**src/rtl/prio_cls_pkg.sv**
```systemverilog
package prio_cls_pkg;
  localparam int DSCP_W    = 6;
  localparam int PCP_W     = 3;
  localparam int MAC_W     = 48;
  localparam int N_DSCP    = 6;
  localparam logic [PCP_W-1:0] PCP_HIGH_MIN = 3'd4;

  typedef struct packed {
    logic [1:0] port_mode;
    logic       pcp_en;
    logic       dscp_en;
    logic       drop_en;
  } cls_cfg_t;

  // value / care-mask pairs for high-priority code points
  typedef struct packed {
    logic [DSCP_W-1:0] val;
    logic [DSCP_W-1:0] care;
  } dscp_pat_t;

  localparam dscp_pat_t DSCP_PATS [N_DSCP] = '{
    '{val: 6'b101110, care: 6'b111111},
    '{val: 6'b001010, care: 6'b111111},
    '{val: 6'b010010, care: 6'b111111},
    '{val: 6'b011010, care: 6'b111111},
    '{val: 6'b100010, care: 6'b111111},
    '{val: 6'b110000, care: 6'b110111}
  };

  localparam logic [39:0] RSVD_PREFIX = 40'h01_80_C2_00_00;
  localparam logic [7:0]  RSVD_LO     = 8'h03;
  localparam logic [7:0]  RSVD_HI     = 8'h0F;
endpackage

```
**src/rtl/port_prio_map.sv**
```systemverilog
module port_prio_map #(
  parameter int PORT_W = 4
) (
  input  logic [1:0]        mode_i,
  input  logic [PORT_W-1:0] port_i,
  output logic              hit_o
);
  localparam int N_PORT = 1 << PORT_W;

  logic [N_PORT-1:0] grp_mask;

  // mode m (m>0) selects ports below 2**m
  for (genvar p = 0; p < N_PORT; p++) begin : g_mask
    assign grp_mask[p] = (mode_i != 2'd0) && (p < (1 << mode_i));
  end

  assign hit_o = grp_mask[port_i];

  always_comb begin
    if (mode_i == 2'd0) p_mode_off_r2: assert (!hit_o);
    if (port_i >= PORT_W'(8)) p_far_port_low_r2: assert (!hit_o);
  end
endmodule

```
**src/rtl/pcp_prio_map.sv**
```systemverilog
module pcp_prio_map
  import prio_cls_pkg::*;
(
  input  logic             en_i,
  input  logic             tagged_i,
  input  logic [PCP_W-1:0] pcp_i,
  output logic             hit_o
);
  assign hit_o = en_i && tagged_i && (pcp_i >= PCP_HIGH_MIN);

  always_comb begin
    if (!tagged_i) p_untagged_low_r3: assert (!hit_o);
    if (!en_i)     p_pcp_off_r6: assert (!hit_o);
  end
endmodule

```
**src/rtl/dscp_prio_map.sv**
```systemverilog
module dscp_prio_map
  import prio_cls_pkg::*;
(
  input  logic              en_i,
  input  logic              ipv4_i,
  input  logic [DSCP_W-1:0] dscp_i,
  output logic              hit_o
);
  logic [N_DSCP-1:0] match;

  for (genvar i = 0; i < N_DSCP; i++) begin : g_pat
    assign match[i] = ((dscp_i ^ DSCP_PATS[i].val) & DSCP_PATS[i].care) == '0;
  end

  assign hit_o = en_i && ipv4_i && (|match);

  always_comb begin
    if (!ipv4_i) p_no_ipv4_low_r4: assert (!hit_o);
    if (en_i && ipv4_i && dscp_i == 6'b111000) p_dont_care_bit_r5: assert (hit_o);
    p_one_pattern_r5: assert ($onehot0(match));
  end
endmodule

```
**src/rtl/rsvd_addr_detect.sv**
```systemverilog
module rsvd_addr_detect
  import prio_cls_pkg::*;
(
  input  logic             en_i,
  input  logic [MAC_W-1:0] dmac_i,
  output logic             hit_o
);
  logic pfx_ok;
  logic [7:0] last;

  assign last   = dmac_i[7:0];
  assign pfx_ok = dmac_i[MAC_W-1:8] == RSVD_PREFIX;
  assign hit_o  = en_i && pfx_ok && (last >= RSVD_LO) && (last <= RSVD_HI);

  always_comb begin
    if (last < RSVD_LO) p_low_codes_kept_r7: assert (!hit_o);
    if (!en_i)          p_drop_off_r7: assert (!hit_o);
  end
endmodule

```
**src/rtl/prio_classifier.sv**
```systemverilog
module prio_classifier
  import prio_cls_pkg::*;
#(
  parameter int PORT_W = 4
) (
  input  logic              clk_i,
  input  logic              rst_ni,
  input  logic [1:0]        strap_port_mode_i,
  input  logic              strap_pcp_en_i,
  input  logic              strap_dscp_en_i,
  input  logic              strap_drop_en_i,
  input  logic              frm_valid_i,
  input  logic [PORT_W-1:0] frm_port_i,
  input  logic              frm_tagged_i,
  input  logic [PCP_W-1:0]  frm_pcp_i,
  input  logic              frm_ipv4_i,
  input  logic [DSCP_W-1:0] frm_dscp_i,
  input  logic [MAC_W-1:0]  frm_dmac_i,
  output logic              cls_valid_o,
  output logic              cls_high_o,
  output logic              cls_drop_o
);
  cls_cfg_t cfg_q, cfg_now, cfg_eff;
  logic     cfg_done_q;

  assign cfg_now = '{port_mode: strap_port_mode_i, pcp_en: strap_pcp_en_i,
                     dscp_en: strap_dscp_en_i, drop_en: strap_drop_en_i};

  always_ff @(posedge clk_i or negedge rst_ni) begin
    if (!rst_ni) begin
      cfg_q      <= '0;
      cfg_done_q <= 1'b0;
    end else if (!cfg_done_q) begin
      cfg_q      <= cfg_now;
      cfg_done_q <= 1'b1;
    end
  end

  // first cycle after reset uses straps directly
  assign cfg_eff = cfg_done_q ? cfg_q : cfg_now;

  logic port_hit, pcp_hit, dscp_hit, drop_hit;

  port_prio_map #(.PORT_W(PORT_W)) u_port (
    .mode_i (cfg_eff.port_mode),
    .port_i (frm_port_i),
    .hit_o  (port_hit)
  );

  pcp_prio_map u_pcp (
    .en_i     (cfg_eff.pcp_en),
    .tagged_i (frm_tagged_i),
    .pcp_i    (frm_pcp_i),
    .hit_o    (pcp_hit)
  );

  dscp_prio_map u_dscp (
    .en_i   (cfg_eff.dscp_en),
    .ipv4_i (frm_ipv4_i),
    .dscp_i (frm_dscp_i),
    .hit_o  (dscp_hit)
  );

  rsvd_addr_detect u_rsvd (
    .en_i   (cfg_eff.drop_en),
    .dmac_i (frm_dmac_i),
    .hit_o  (drop_hit)
  );

  logic valid_q, high_q, drop_q;

  always_ff @(posedge clk_i or negedge rst_ni) begin
    if (!rst_ni) begin
      valid_q <= 1'b0;
      high_q  <= 1'b0;
      drop_q  <= 1'b0;
    end else begin
      valid_q <= frm_valid_i;
      high_q  <= frm_valid_i && (port_hit || pcp_hit || dscp_hit);
      drop_q  <= frm_valid_i && drop_hit;
    end
  end

  assign cls_valid_o = valid_q;
  assign cls_high_o  = high_q;
  assign cls_drop_o  = drop_q;

  p_valid_follows_r1: assert property (@(posedge clk_i) disable iff (!rst_ni)
    frm_valid_i |=> cls_valid_o);
  p_idle_follows_r1: assert property (@(posedge clk_i) disable iff (!rst_ni)
    !frm_valid_i |=> !cls_valid_o);
  p_quiet_when_idle_r1: assert property (@(posedge clk_i) disable iff (!rst_ni)
    !cls_valid_o |-> !cls_high_o && !cls_drop_o);
  p_pcp_or_r6: assert property (@(posedge clk_i) disable iff (!rst_ni)
    frm_valid_i && pcp_hit |=> cls_high_o);
  p_dscp_or_r6: assert property (@(posedge clk_i) disable iff (!rst_ni)
    frm_valid_i && dscp_hit |=> cls_high_o);
  p_cfg_hold_r8: assert property (@(posedge clk_i) disable iff (!rst_ni)
    cfg_done_q |=> $stable(cfg_q) && cfg_done_q);
endmodule

```
**config.mk**
```make
export PLATFORM = sky130hd
export DESIGN_NAME = prio_classifier
export DESIGN_NICKNAME = d
export VERILOG_FILES = /design/src/rtl/prio_cls_pkg.sv /design/src/rtl/port_prio_map.sv /design/src/rtl/pcp_prio_map.sv /design/src/rtl/dscp_prio_map.sv /design/src/rtl/rsvd_addr_detect.sv /design/src/rtl/prio_classifier.sv
export SDC_FILE = /design/constraint.sdc
export NUM_CORES = 1
export LEC_CHECK = 0
export ABC_CLOCK_PERIOD_IN_PS = 1600
export BUFFER_PORTS_ARGS = -buffer_cell sky130_fd_sc_hd__buf_4
export CORE_MARGIN = 2
export CORE_UTILIZATION = 28
export CTS_CLUSTER_DIAMETER = 40
export DETAILED_ROUTE_END_ITERATION = 10
export HOLD_SLACK_MARGIN = 0.02
export PLACE_DENSITY_LB_ADDON = 0.12
export SYNTH_ARGS = -nofsm -noshare
export SYNTH_HDL_FRONTEND = slang
export SYNTH_SLANG_ARGS = --single-unit
```
**constraint.sdc**
```tcl
create_clock -name clk_i -period 1.6 [get_ports clk_i]
set_input_delay 0 -clock clk_i [delete_from_list [all_inputs] [get_ports clk_i]]
set_output_delay 0 -clock clk_i [all_outputs]
set_load 0.01 [all_outputs]
```
==> summary.md <==
| Metric | Value |
|---|---|
| Required time of the critical path | `1.74 ns` |
| Clk slew on worst S/H paths | `around 0.060 ns` |
| CTS tree | `built` |
| Die H | `around 46 um` |
| Htree depth | `1` |
| Hold Fails Final Rpt | `0` |
| CTS buffer count | `3` |
| Hold_ws | `~0.022 ns` |
| Final HPWL from detailed placement | `1.55 mm` |
| FF-to-FF Start | `cfg_done_q` |
| Clk_lat worst skew | `~0.26 ns` |
| CP Data Arrival Time | `about 1.5 ns` |
| Largest net degree at the start of global routing | `10` |
| Maxcap violations | `0` |
| DRC viols | `0` |
| Core footprint | `about 0.0017 mm2` |
| Share of cells above drive strength 1 | `0.579` |
| Area growth syn-to-layout | `135%` |
| IO Count | `74` |
| Crit. End Element | `register` |
| Port buffer count | `70` |
| Antenna violations before repair | `0` |
| Clock Skew | `0.000544 ns` |
| Final instance area | `about 0.0012 mm2` |
| Dpl ws | `0.236 ns` |
| Row cnt | `15` |
| Most common cell after layout, fill and taps aside | `buf_4` |
| Final number of setup-violating endpoints | `0` |
| Synth top area share | `0.447` |
| Outcome | `finished clean` |
| Final setup margin | `approximately 0.22 ns` |
| Area contributors post-synth | `dfrtp_1, nor4_1, mux2_2` |
| R2r setup slk | `0.22 ns` |
| Synth cell types | `25` |
| Sequential share of the synthesized area | `0.447` |
| Drt pass-1 iters | `4` |
| Avg Vias per Cell | `~4.6` |
| Die area | `around 0.0022 mm2` |
| Critical path class | `reg2reg` |
| Startpoint types | `register` |
| Global-route wire length before repair | `about 2.7 mm` |
| CP max FO | `5` |
| WL final | `around 1.9 mm` |
| Leakage Power | `slightly below 0.6 nW` |
| CTS Sinks | `9` |
| Most frequent cells in the layout | `buf_4, dlygate4sd3_1, dfrtp_1, nor4_1` |
| Max Freq | `slightly above 700 MHz` |
| DR WL/cell | `about 12 um` |
| Post-Synthesis Cells | `50` |
| Avg Inst Size Synth | `approximately 10 um2` |
| GR Overflow Total | `0` |
| Clock period minus worst slack | `between 1 and 1.5 ns` |
| Antenna cells | `0` |
| Yosys warnings | `0` |
| Die W | `around 46 um` |
| Hold crit path type | `in2reg` |
| Post-CTS Resized | `0` |
| Vias | `roughly 730` |
| Initial DRC Count | `3` |
| Max-slew violation count | `0` |
| Setup TNS | `0 ns` |
| Vias in the first global route | `approximately 740` |
| Syn Nets | `121` |
| Routed Antenna Nets | `0` |
| #FFs+latches synth | `9` |
| Worst Hold Launch | `frm_dmac_i[5]` |
| Period utilization | `0.860` |
| CP Launch Point | `cfg_done_q` |
| Post-Syn Area | `slightly above 500 um2` |
| PnR Total Power | `0.000626 W` |
| Nets | `205` |
| Peak VDD IR | `approximately 310 uV` |
| Root buffer cell | `clkbuf_4` |
| Global Route Usage Sum | `0.182` |
| CTS Buffer Depth | `2` |
| Final GP Congestion | `between 0.6 and 0.7` |
| DP Area | `0.00106 mm2` |
| Synth area leader | `dfrtp_1` |
| PwrDens | `529 mW/mm2` |
| Unrepaired setup endpoints after global routing | `false` |
| Initial core utilization | `0.295` |
[flip-flops by register name (all words and copies together), names as in the netlist]
signal,flops
cls_drop_o,1
cfg_q,5
cls_valid_o,1
cfg_done_q,1
cls_high_o,1
[what timing repair did]
action                    CTS  global route
buffers inserted            0             0
hold endpoints to repair   16             0
hold buffers               10             0
[metal layers]
layer | up-vias | wire, um | GRT usage
met5 | - | 0 | 0
met4 | 0 | 49 | 0.0971
met3 | 6 | 164 | 0.0510
met2 | 45 | 1090 | 0.389
met1 | 316 | 550 | 0.134
li1 | 361 | - | -
[critical path: stages (launching register included)]
cell and delay [ns]:
dfrtp_1 0.47, mux2_2 0.38, and3b_1 0.18, a32oi_1 0.14
a31oi_1 0.10
[where the power goes]
group | total (W) | internal, W | leakage [nW] | switching [W]
logic | 0.000201 | 0.000146 | 0.465 | 0.0000548
clock network | 0.000174 | 0.0000960 | 0.0150 | 0.0000776
registers | 0.000252 | 0.000245 | 0.109 | 0.00000720
[synth_stat cells]
master,number
a211o_1,1
a21oi_1,1
a31oi_1,1
a32oi_1,1
and3b_1,1
and4b_1,1
clkbuf_1,1
conb_1,1
dfrtp_1,9
inv_1,3
mux2_2,3
mux2i_1,2
nand2_1,1
nand2b_1,1
nand3_1,1
nand4_1,3
nor2_1,2
nor3_1,3
nor3_2,1
nor4_1,6
nor4b_1,2
o21ai_0,1
o32ai_1,1
or4_1,2
xor2_1,1
[cell type report]
cell class	count	area, um2
fillers	147	524
inverters	3	11.3
multi-input cells	37	264
clock buffers	4	26.3
well taps	25	31.3
repair buffers	80	626
flip-flops and latches	9	225
[final timing paths]
check,cells past startpoint,endpoint
min in group asynchronous,2,cfg_q[2]
setup / recovery,4,cls_high_o
max in group asynchronous,2,cls_drop_o
hold / removal,4,cls_drop_o
setup reg to reg,4,cls_high_o
hold reg to reg,1,cfg_q[1]
[through the flow]
| step | instances | util |
|---|---|---|
| 2_1_floorplan | 50 | - |
| 3_3_place_gp | 144 | 0.619 |
| 3_5_place_dp | 144 | 0.619 |
| 4_1_cts | 158 | 0.693 |
| 5_1_grt | 158 | 0.693 |
| 6_report | 158 | 0.693 |
[cells by family (layout without fill, tap and decap cells)]
family | count (synthesis) | in the layout | share of synthesized area
other cells | 1 | 1 | 0.00744
compound gates | 6 | 6 | 0.0844
buf+inv | 4 | 87 | 0.0298
flops | 9 | 9 | 0.447
mux | 5 | 5 | 0.107
xor+xnor | 1 | 1 | 0.0174
simple gates | 24 | 24 | 0.308
Note: power is estimated with default switching activity, not from simulation.
